[src/rtl/dma_irq_pkg.sv]
package dma_irq_pkg;
  localparam int unsigned WORD_W     = 32;
  localparam int unsigned FORCE_BIT  = 15;
  localparam int unsigned EN_LSB     = 16;
  localparam int unsigned MASTER_BIT = 23;
  localparam int unsigned FLAG_LSB   = 24;
  localparam int unsigned SENT_BIT   = 31;
  localparam int unsigned MAX_CH     = 7;
endpackage

[src/rtl/dma_irq_flag_bank.sv]
// Next-state logic of the sticky per-channel completion flags.
module dma_irq_flag_bank #(
  parameter int unsigned NUM_CH = 7
) (
  input  logic [NUM_CH-1:0] flag_q_i,
  input  logic [NUM_CH-1:0] clr_i,
  input  logic [NUM_CH-1:0] done_i,
  input  logic [NUM_CH-1:0] en_i,
  output logic [NUM_CH-1:0] flag_d_o
);
  for (genvar n = 0; n < NUM_CH; n++) begin : g_ch
    // set beats clear when both land in the same cycle
    assign flag_d_o[n] = (flag_q_i[n] & ~clr_i[n]) | (done_i[n] & en_i[n]);
  end
endmodule

[src/rtl/dma_irq_eval.sv]
// Request condition and rising-edge pulse generation.
module dma_irq_eval #(
  parameter int unsigned NUM_CH = 7
) (
  input  logic              master_i,
  input  logic              force_i,
  input  logic [NUM_CH-1:0] flag_i,
  input  logic              sent_q_i,
  output logic              sent_d_o,
  output logic              pulse_d_o
);
  logic any_flag;

  always_comb begin
    any_flag  = |flag_i;
    sent_d_o  = (master_i & any_flag) | force_i;
    pulse_d_o = sent_d_o & ~sent_q_i;
  end
endmodule

[src/rtl/dma_irq_ctl.sv]
module dma_irq_ctl
  import dma_irq_pkg::*;
#(
  parameter int unsigned NUM_CH = 7,
  parameter int unsigned MISC_W = 6
) (
  input  logic              clk,
  input  logic              rst_n,
  input  logic              wr_en_i,
  input  logic [31:0]       wr_data_i,
  input  logic [NUM_CH-1:0] ch_done_i,
  output logic [31:0]       ctl_o,
  output logic              irq_pulse_o
);
  localparam int unsigned CH_USED = (NUM_CH < MAX_CH) ? NUM_CH : MAX_CH;

  logic [MISC_W-1:0] misc_q, misc_d;
  logic              force_q, force_d;
  logic [NUM_CH-1:0] chen_q, chen_d;
  logic              master_q, master_d;
  logic [NUM_CH-1:0] flag_q, flag_d;
  logic [NUM_CH-1:0] clr_mask;
  logic              sent_q, sent_d;
  logic              pulse_q, pulse_d;
  logic              upd_en;
  logic              unused_wr_bits;

  assign unused_wr_bits = ^wr_data_i;

  // next state of the software-written fields
  always_comb begin
    if (wr_en_i) begin
      misc_d   = wr_data_i[MISC_W-1:0];
      force_d  = wr_data_i[FORCE_BIT];
      chen_d   = wr_data_i[EN_LSB +: NUM_CH];
      master_d = wr_data_i[MASTER_BIT];
      clr_mask = wr_data_i[FLAG_LSB +: NUM_CH];
    end else begin
      misc_d   = misc_q;
      force_d  = force_q;
      chen_d   = chen_q;
      master_d = master_q;
      clr_mask = '0;
    end
    upd_en = wr_en_i | (|ch_done_i);
  end

  dma_irq_flag_bank #(.NUM_CH(NUM_CH)) u_flags (
    .flag_q_i (flag_q),
    .clr_i    (clr_mask),
    .done_i   (ch_done_i),
    .en_i     (chen_d),
    .flag_d_o (flag_d)
  );

  dma_irq_eval #(.NUM_CH(NUM_CH)) u_eval (
    .master_i  (master_d),
    .force_i   (force_d),
    .flag_i    (flag_d),
    .sent_q_i  (sent_q),
    .sent_d_o  (sent_d),
    .pulse_d_o (pulse_d)
  );

  always_ff @(posedge clk or negedge rst_n) begin
    if (!rst_n) begin
      misc_q   <= '0;
      force_q  <= 1'b0;
      chen_q   <= '0;
      master_q <= 1'b0;
      flag_q   <= '0;
      sent_q   <= 1'b0;
      pulse_q  <= 1'b0;
    end else begin
      if (upd_en) begin
        misc_q   <= misc_d;
        force_q  <= force_d;
        chen_q   <= chen_d;
        master_q <= master_d;
        flag_q   <= flag_d;
        sent_q   <= sent_d;
      end
      pulse_q <= upd_en & pulse_d;
    end
  end

  // output word assembly
  always_comb begin
    ctl_o                         = '0;
    ctl_o[MISC_W-1:0]             = misc_q;
    ctl_o[FORCE_BIT]              = force_q;
    ctl_o[EN_LSB +: CH_USED]      = chen_q[CH_USED-1:0];
    ctl_o[MASTER_BIT]             = master_q;
    ctl_o[FLAG_LSB +: CH_USED]    = flag_q[CH_USED-1:0];
    ctl_o[SENT_BIT]               = sent_q;
  end

  assign irq_pulse_o = pulse_q;
endmodule

[config.mk]
export PLATFORM = sky130hd
export DESIGN_NAME = dma_irq_ctl
export DESIGN_NICKNAME = d
export VERILOG_FILES = /design/src/rtl/dma_irq_pkg.sv /design/src/rtl/dma_irq_flag_bank.sv /design/src/rtl/dma_irq_eval.sv /design/src/rtl/dma_irq_ctl.sv
export SDC_FILE = /design/constraint.sdc
export NUM_CORES = 1
export LEC_CHECK = 0
export BUFFER_PORTS_ARGS = -buffer_cell sky130_fd_sc_hd__buf_2
export CAP_MARGIN = 15
export CORE_MARGIN = 1.5
export CORE_UTILIZATION = 40
export DETAILED_ROUTE_END_ITERATION = 10
export GPL_TIMING_DRIVEN = 0
export PLACE_DENSITY = 0.79
export RECOVER_POWER = 100
export SYNTH_ARGS = -nofsm -noshare
export SYNTH_HDL_FRONTEND = slang
export SYNTH_SLANG_ARGS = --single-unit
export TNS_END_PERCENT = 1
[constraint.sdc]
create_clock -name clk -period 1.8 [get_ports clk]
set_input_delay 0.18 -clock clk [delete_from_list [all_inputs] [get_ports clk]]
set_output_delay 0.18 -clock clk [all_outputs]
set_load 0.01 [all_outputs]
==> Word level (Yosys, flattened, before mapping) <==
Cells that the tools add are included.
{ "word_totals": {"reg_bits": 24, "out_inout_bits": 33} }
{ "op_classes": {"n_mux": 4, "bitwise": 34, "reduce_logical": 3} }
{ "ops": {"columns": ["cell", "count"], "rows": [
  ["$and 1x1->1", 17],
  ["$mux 7", 2],
  ["$reduce_or 7->1", 2],
  ["$or 1x1->1", 9],
  ["$not 1->1", 8],
  ["$mux 1", 2],
  ["$reduce_and 2->1", 1]
]} }

==> Depth between registers and ports, before layout <==
{ "depth": {"word_depth": 9, "mapped_depth": 5, "depth_no_buf": 4} }

==> Hierarchy <==
From an unflattened synthesis, not the netlist that was laid out.
{ "unflattened": {"hier_cells": 109, "area_unflattened_um2": 1298.7} }
{ "modules_own_cells": {"columns": ["module", "n_inst", "cells_per_inst", "area_per_inst_um2"], "rows": [
  ["dma_irq_ctl", 1, 83, 1143.6],
  ["dma_irq_flag_bank", 1, 21, 113.9],
  ["dma_irq_eval", 1, 5, 41.3]
]} }

==> Worst setup path before layout <==
Ideal clock, no wire load.
{ "synth_path": {"path_type": "reg2reg", "startpoint": "register chen_q[5]", "endpoint": "register pulse_q (netlist: irq_pulse_o)", "setup_time_ns": 0.137, "arrival_time_ns": 1.250, "setup_slack_ns": 0.413, "path_stages_with_launch": 5, "period_less_slack_ns": 1.387, "cell_sequence": "dfrtp_1 a2111oi_0 a41oi_1 nor4_2 a211oi_1"} }
{ "synth_via": {"elab_chain_len": 8} }
{ "synth_lines": {"columns": ["element", "line_no", "text"], "rows": [
  ["start: declaration", "dma_irq_ctl.sv:19", "logic [NUM_CH-1:0] chen_q, chen_d;"],
  ["start signal: assignment", "dma_irq_ctl.sv:78", "chen_q <= chen_d;"],
  ["$mux 7", "dma_irq_ctl.sv:32", "if (wr_en_i) begin"],
  ["$and 1x1->1", "dma_irq_flag_bank.sv:13", "assign flag_d_o[n] = (flag_q_i[n] & ~clr_i[n]) | (done_i[n] & en_i[n]);"],
  ["$or 1x1->1", "dma_irq_flag_bank.sv:13", null],
  ["$reduce_or 7->1", "dma_irq_eval.sv:15", "any_flag = |flag_i;"],
  ["$and 1x1->1", "dma_irq_eval.sv:16", "sent_d_o = (master_i & any_flag) | force_i;"],
  ["$or 1x1->1", "dma_irq_eval.sv:16", null],
  ["$and 1x1->1", "dma_irq_eval.sv:17", "pulse_d_o = sent_d_o & ~sent_q_i;"],
  ["$and 1x1->1", "dma_irq_ctl.sv:83", "pulse_q <= upd_en & pulse_d;"],
  ["end signal: assignment", "dma_irq_ctl.sv:83", null],
  ["end: declaration", "dma_irq_ctl.sv:24", "logic pulse_q, pulse_d;"]
]} }
Every way passes these cells.
A chain may end at the register's enable or synchronous reset.

==> Worst setup path in the final report <==
{ "layout_path": {"startpoint": "register force_q", "endpoint": "register pulse_q (netlist: irq_pulse_o)"} }
{ "layout_via": {"elab_chain_len": 4} }
{ "layout_lines": {"columns": ["element", "line_no", "text"], "rows": [
  ["start: declaration", "dma_irq_ctl.sv:18", "logic force_q, force_d;"],
  ["start signal: assignment", "dma_irq_ctl.sv:77", "force_q <= force_d;"],
  ["$mux 1", "dma_irq_ctl.sv:32", null],
  ["$or 1x1->1", "dma_irq_eval.sv:16", null],
  ["$and 1x1->1", "dma_irq_eval.sv:17", null],
  ["$and 1x1->1", "dma_irq_ctl.sv:83", null]
]} }
Every way passes these cells.

==> impl_metrics.toml <==
[run_status]
status = "complete, no violations"

[clock_tree]
clockBufferDepth = 2
cts.sinks = 24
post_cts_buffers = 0
path_clk_slew_ns = 0.13
clock_latency_ns = 0.31
htree_num_levels = 1
cts_buffers = 3
cts_tree = "built"
ctsRootBufferMaster = "clkbuf_4"

[logic_synthesis]
synth.top_cell.area_share_pct = 51.4
async_flop_share_pct = 100
yosys_warnings = 0
synth_flop_cell = "dfrtp_1"
synth_edf_count = 0
synth_cells = 98
yosysTopAreaCell = "dfrtp_1"
netlist_area_um2 = 1170
avgSynthCellArea_um2 = 11.9
ys_seq_elements = 24
seq_area_frac_synth_pct = 51.4
synth_area_leaders = "dfrtp_1 (51%), mux2_2 (14%), buf_4 (9.0%)"
synth_cell_types = 24

[routing]
finalWirelength_um = 2680
via_per_inst = 5.07
dr.pass1.iters = 4
detail_route.wl_per_cell_um = 13.6
antenna_left = 0
drc_errors = 0
drt_iter0_drc = 31
vias = 999

[setup_path]
cp.arrival_ns = 1.71
required_ns = 1.98
startpoint_type = "register"
critPathKind = "reg -> reg"
cp_max_fo = 4
crit_path_end_kind = "register"

[power]
total_power_w = 0.00121
irDropWorstVdd_mv = 0.618
intPower_w = 0.000856
seqPwrFrac_pct = 53.3
combPwrFrac_pct = 23.7
p_sw_share_pct = 29.1
leakage_nw = 0.719
switchingPower_w = 0.000352
power.density_nw_per_um2 = 795
p_clk_share_pct = 23.0

[flow_run]
drv_cap = 0

[sta]
rsz0062_at_grt = "false"
hold_slack_ns = 0.0980
worstMarginPinSlew_ns = 0.522
slew_violations = 0
finalWorstPathRequiredPeriod_ns = 1.53
fin_setup_tns_ns = 0
relSlewSlack_pct = 65.2
finalSetupViolCount = 0
hold_viol_final = 0
fin_worst_skew_ns = 0.00793
min_period_over_period_pct = 85.1
fmax_mhz = 653

[die]
die_h_um = 57.0
fp.dieW_um = 57.0
dieArea_um2 = 3250
io_pins = 75
fp.coreArea_um2 = 2760
row_count = 19
initial_core_util_pct = 42.3

[global_route]
grt_pass1_wl_um = 4370
grt-ovfl-total = 0
track_usage_pct = 17.1
grt_max_degree = 25
antenna_found_initial = 0
grt_pass1_vias = 993

[hold_path]
hold_class = "in -> reg"

[place]
place.gp.congestion = 0.686
post_dp_cell_area_um2 = 1510
portBuffers = 55
post-dp-hpwl_um = 2160

[finish]
layout-drive-gt1-share_pct = 39.8
multi_input_area_um2 = 464
antenna_cells = 0
layout.nets = 209
regArea_um2 = 601
final_cell_mix = "buf_2 (31), clkbuf_1 (26), dfrtp_1 (24)"
n_fill_cell = 262
area_growth_pct = 30.1
final_cell_area_um2 = 1520
final_common_cell = "buf_2"
-- sequential cells by signal, summed over array words and instances, names as in the netlist --
name,cells
chen_q,7
sent_q,1
misc_q,6
force_q,1
irq_pulse_o,1
flag_q,7
master_q,1
-- area by class of cell --
| type | instances | area share (%) |
|---|---|---|
| buffer | 15 | 6.92 |
| clock buffer | 4 | 2.39 |
| inverter | 5 | 1.24 |
| multi-input combinational | 62 | 30.6 |
| sequential | 24 | 39.5 |
| tap | 31 | 2.55 |
| timing repair buffer | 56 | 16.8 |
-- per-stage QoR --
| stage | util (%) | setup WS, ns | instances |
|---|---|---|---|
| finish | 55.1 | 0.268 | 197 |
| global route | 55.1 | 0.134 | 197 |
| CTS | 56.5 | 0.239 | 197 |
| detailed placement | 54.8 | 0.265 | 192 |
| global placement | 54.8 | 0.321 | 192 |
| floorplan | - | 0.413 | 106 |
-- what timing repair did --
| item | CTS | global route |
|---|---|---|
| endpoints found under the hold margin | 24 | 0 |
| hold buffers | 1 | 0 |
| resized for setup | 0 | 0 |
-- cell families (layout without fill, tap and decap cells) --
logic type / Yosys count / in the layout / share of synthesized area, %
DFF: 24 / 24 / 51.4
muxes: 16 / 16 / 15.6
buffers and inverters: 20 / 80 / 11.0
other: 1 / 9 / 0.321
and+or+nand+nor: 19 / 19 / 10.2
AOI/OAI and AO/OA: 18 / 18 / 11.4
-- cells in the mapped netlist (2+ instances only) --
master,count
a21oi_1,8
buf_4,14
dfrtp_1,24
inv_1,5
mux2_2,14
nand2_1,3
nand2b_1,2
nand3_1,6
nor3_1,2
nor4_1,2
o211ai_1,2
o221ai_1,4
-- layer usage --
| layer | part of all wire, % | track usage, % |
|---|---|---|
| met4 | 0 | 5.98 |
| met5 | 0 | 0 |
| met1 | 39 | 20.6 |
| met3 | 9.0 | 2.95 |
| met2 | 52 | 30.5 |
-- power groups by stage --
stage | Combinational, W | Sequential, W | Clock, W
5_1_grt | 0.000315 | 0.000653 | 0.000305
6_report | 0.000286 | 0.000644 | 0.000278
2_1_floorplan | 0.000145 | 0.000673 | 0
3_3_place_gp | 0.000296 | 0.000646 | 0
4_1_cts | 0.000310 | 0.000643 | 0.000290
3_5_place_dp | 0.000308 | 0.000654 | 0
-- worst max-delay path: stages (launching register included) --
cell	delay (ns)
dfrtp_1	0.43
a2111oi_0	0.38
a41oi_1	0.10
nor4_2	0.36
a211oi_1	0.13
-- path summary, 6_finish.rpt --
path	startpoint	to	slack, ns	depth (start not counted)
max	force_q	irq_pulse_o	0.27	4
min	wr_data_i[2]	misc_q[2]	0.1	2
max reg2reg	force_q	irq_pulse_o	0.27	4
min reg2reg	sent_q	irq_pulse_o	0.49	1
max in group asynchronous	rst_n	misc_q[5]	1.08	2
min in group asynchronous	rst_n	flag_q[1]	0.36	2
No activity file was read; power rests on OpenSTA's default activity.
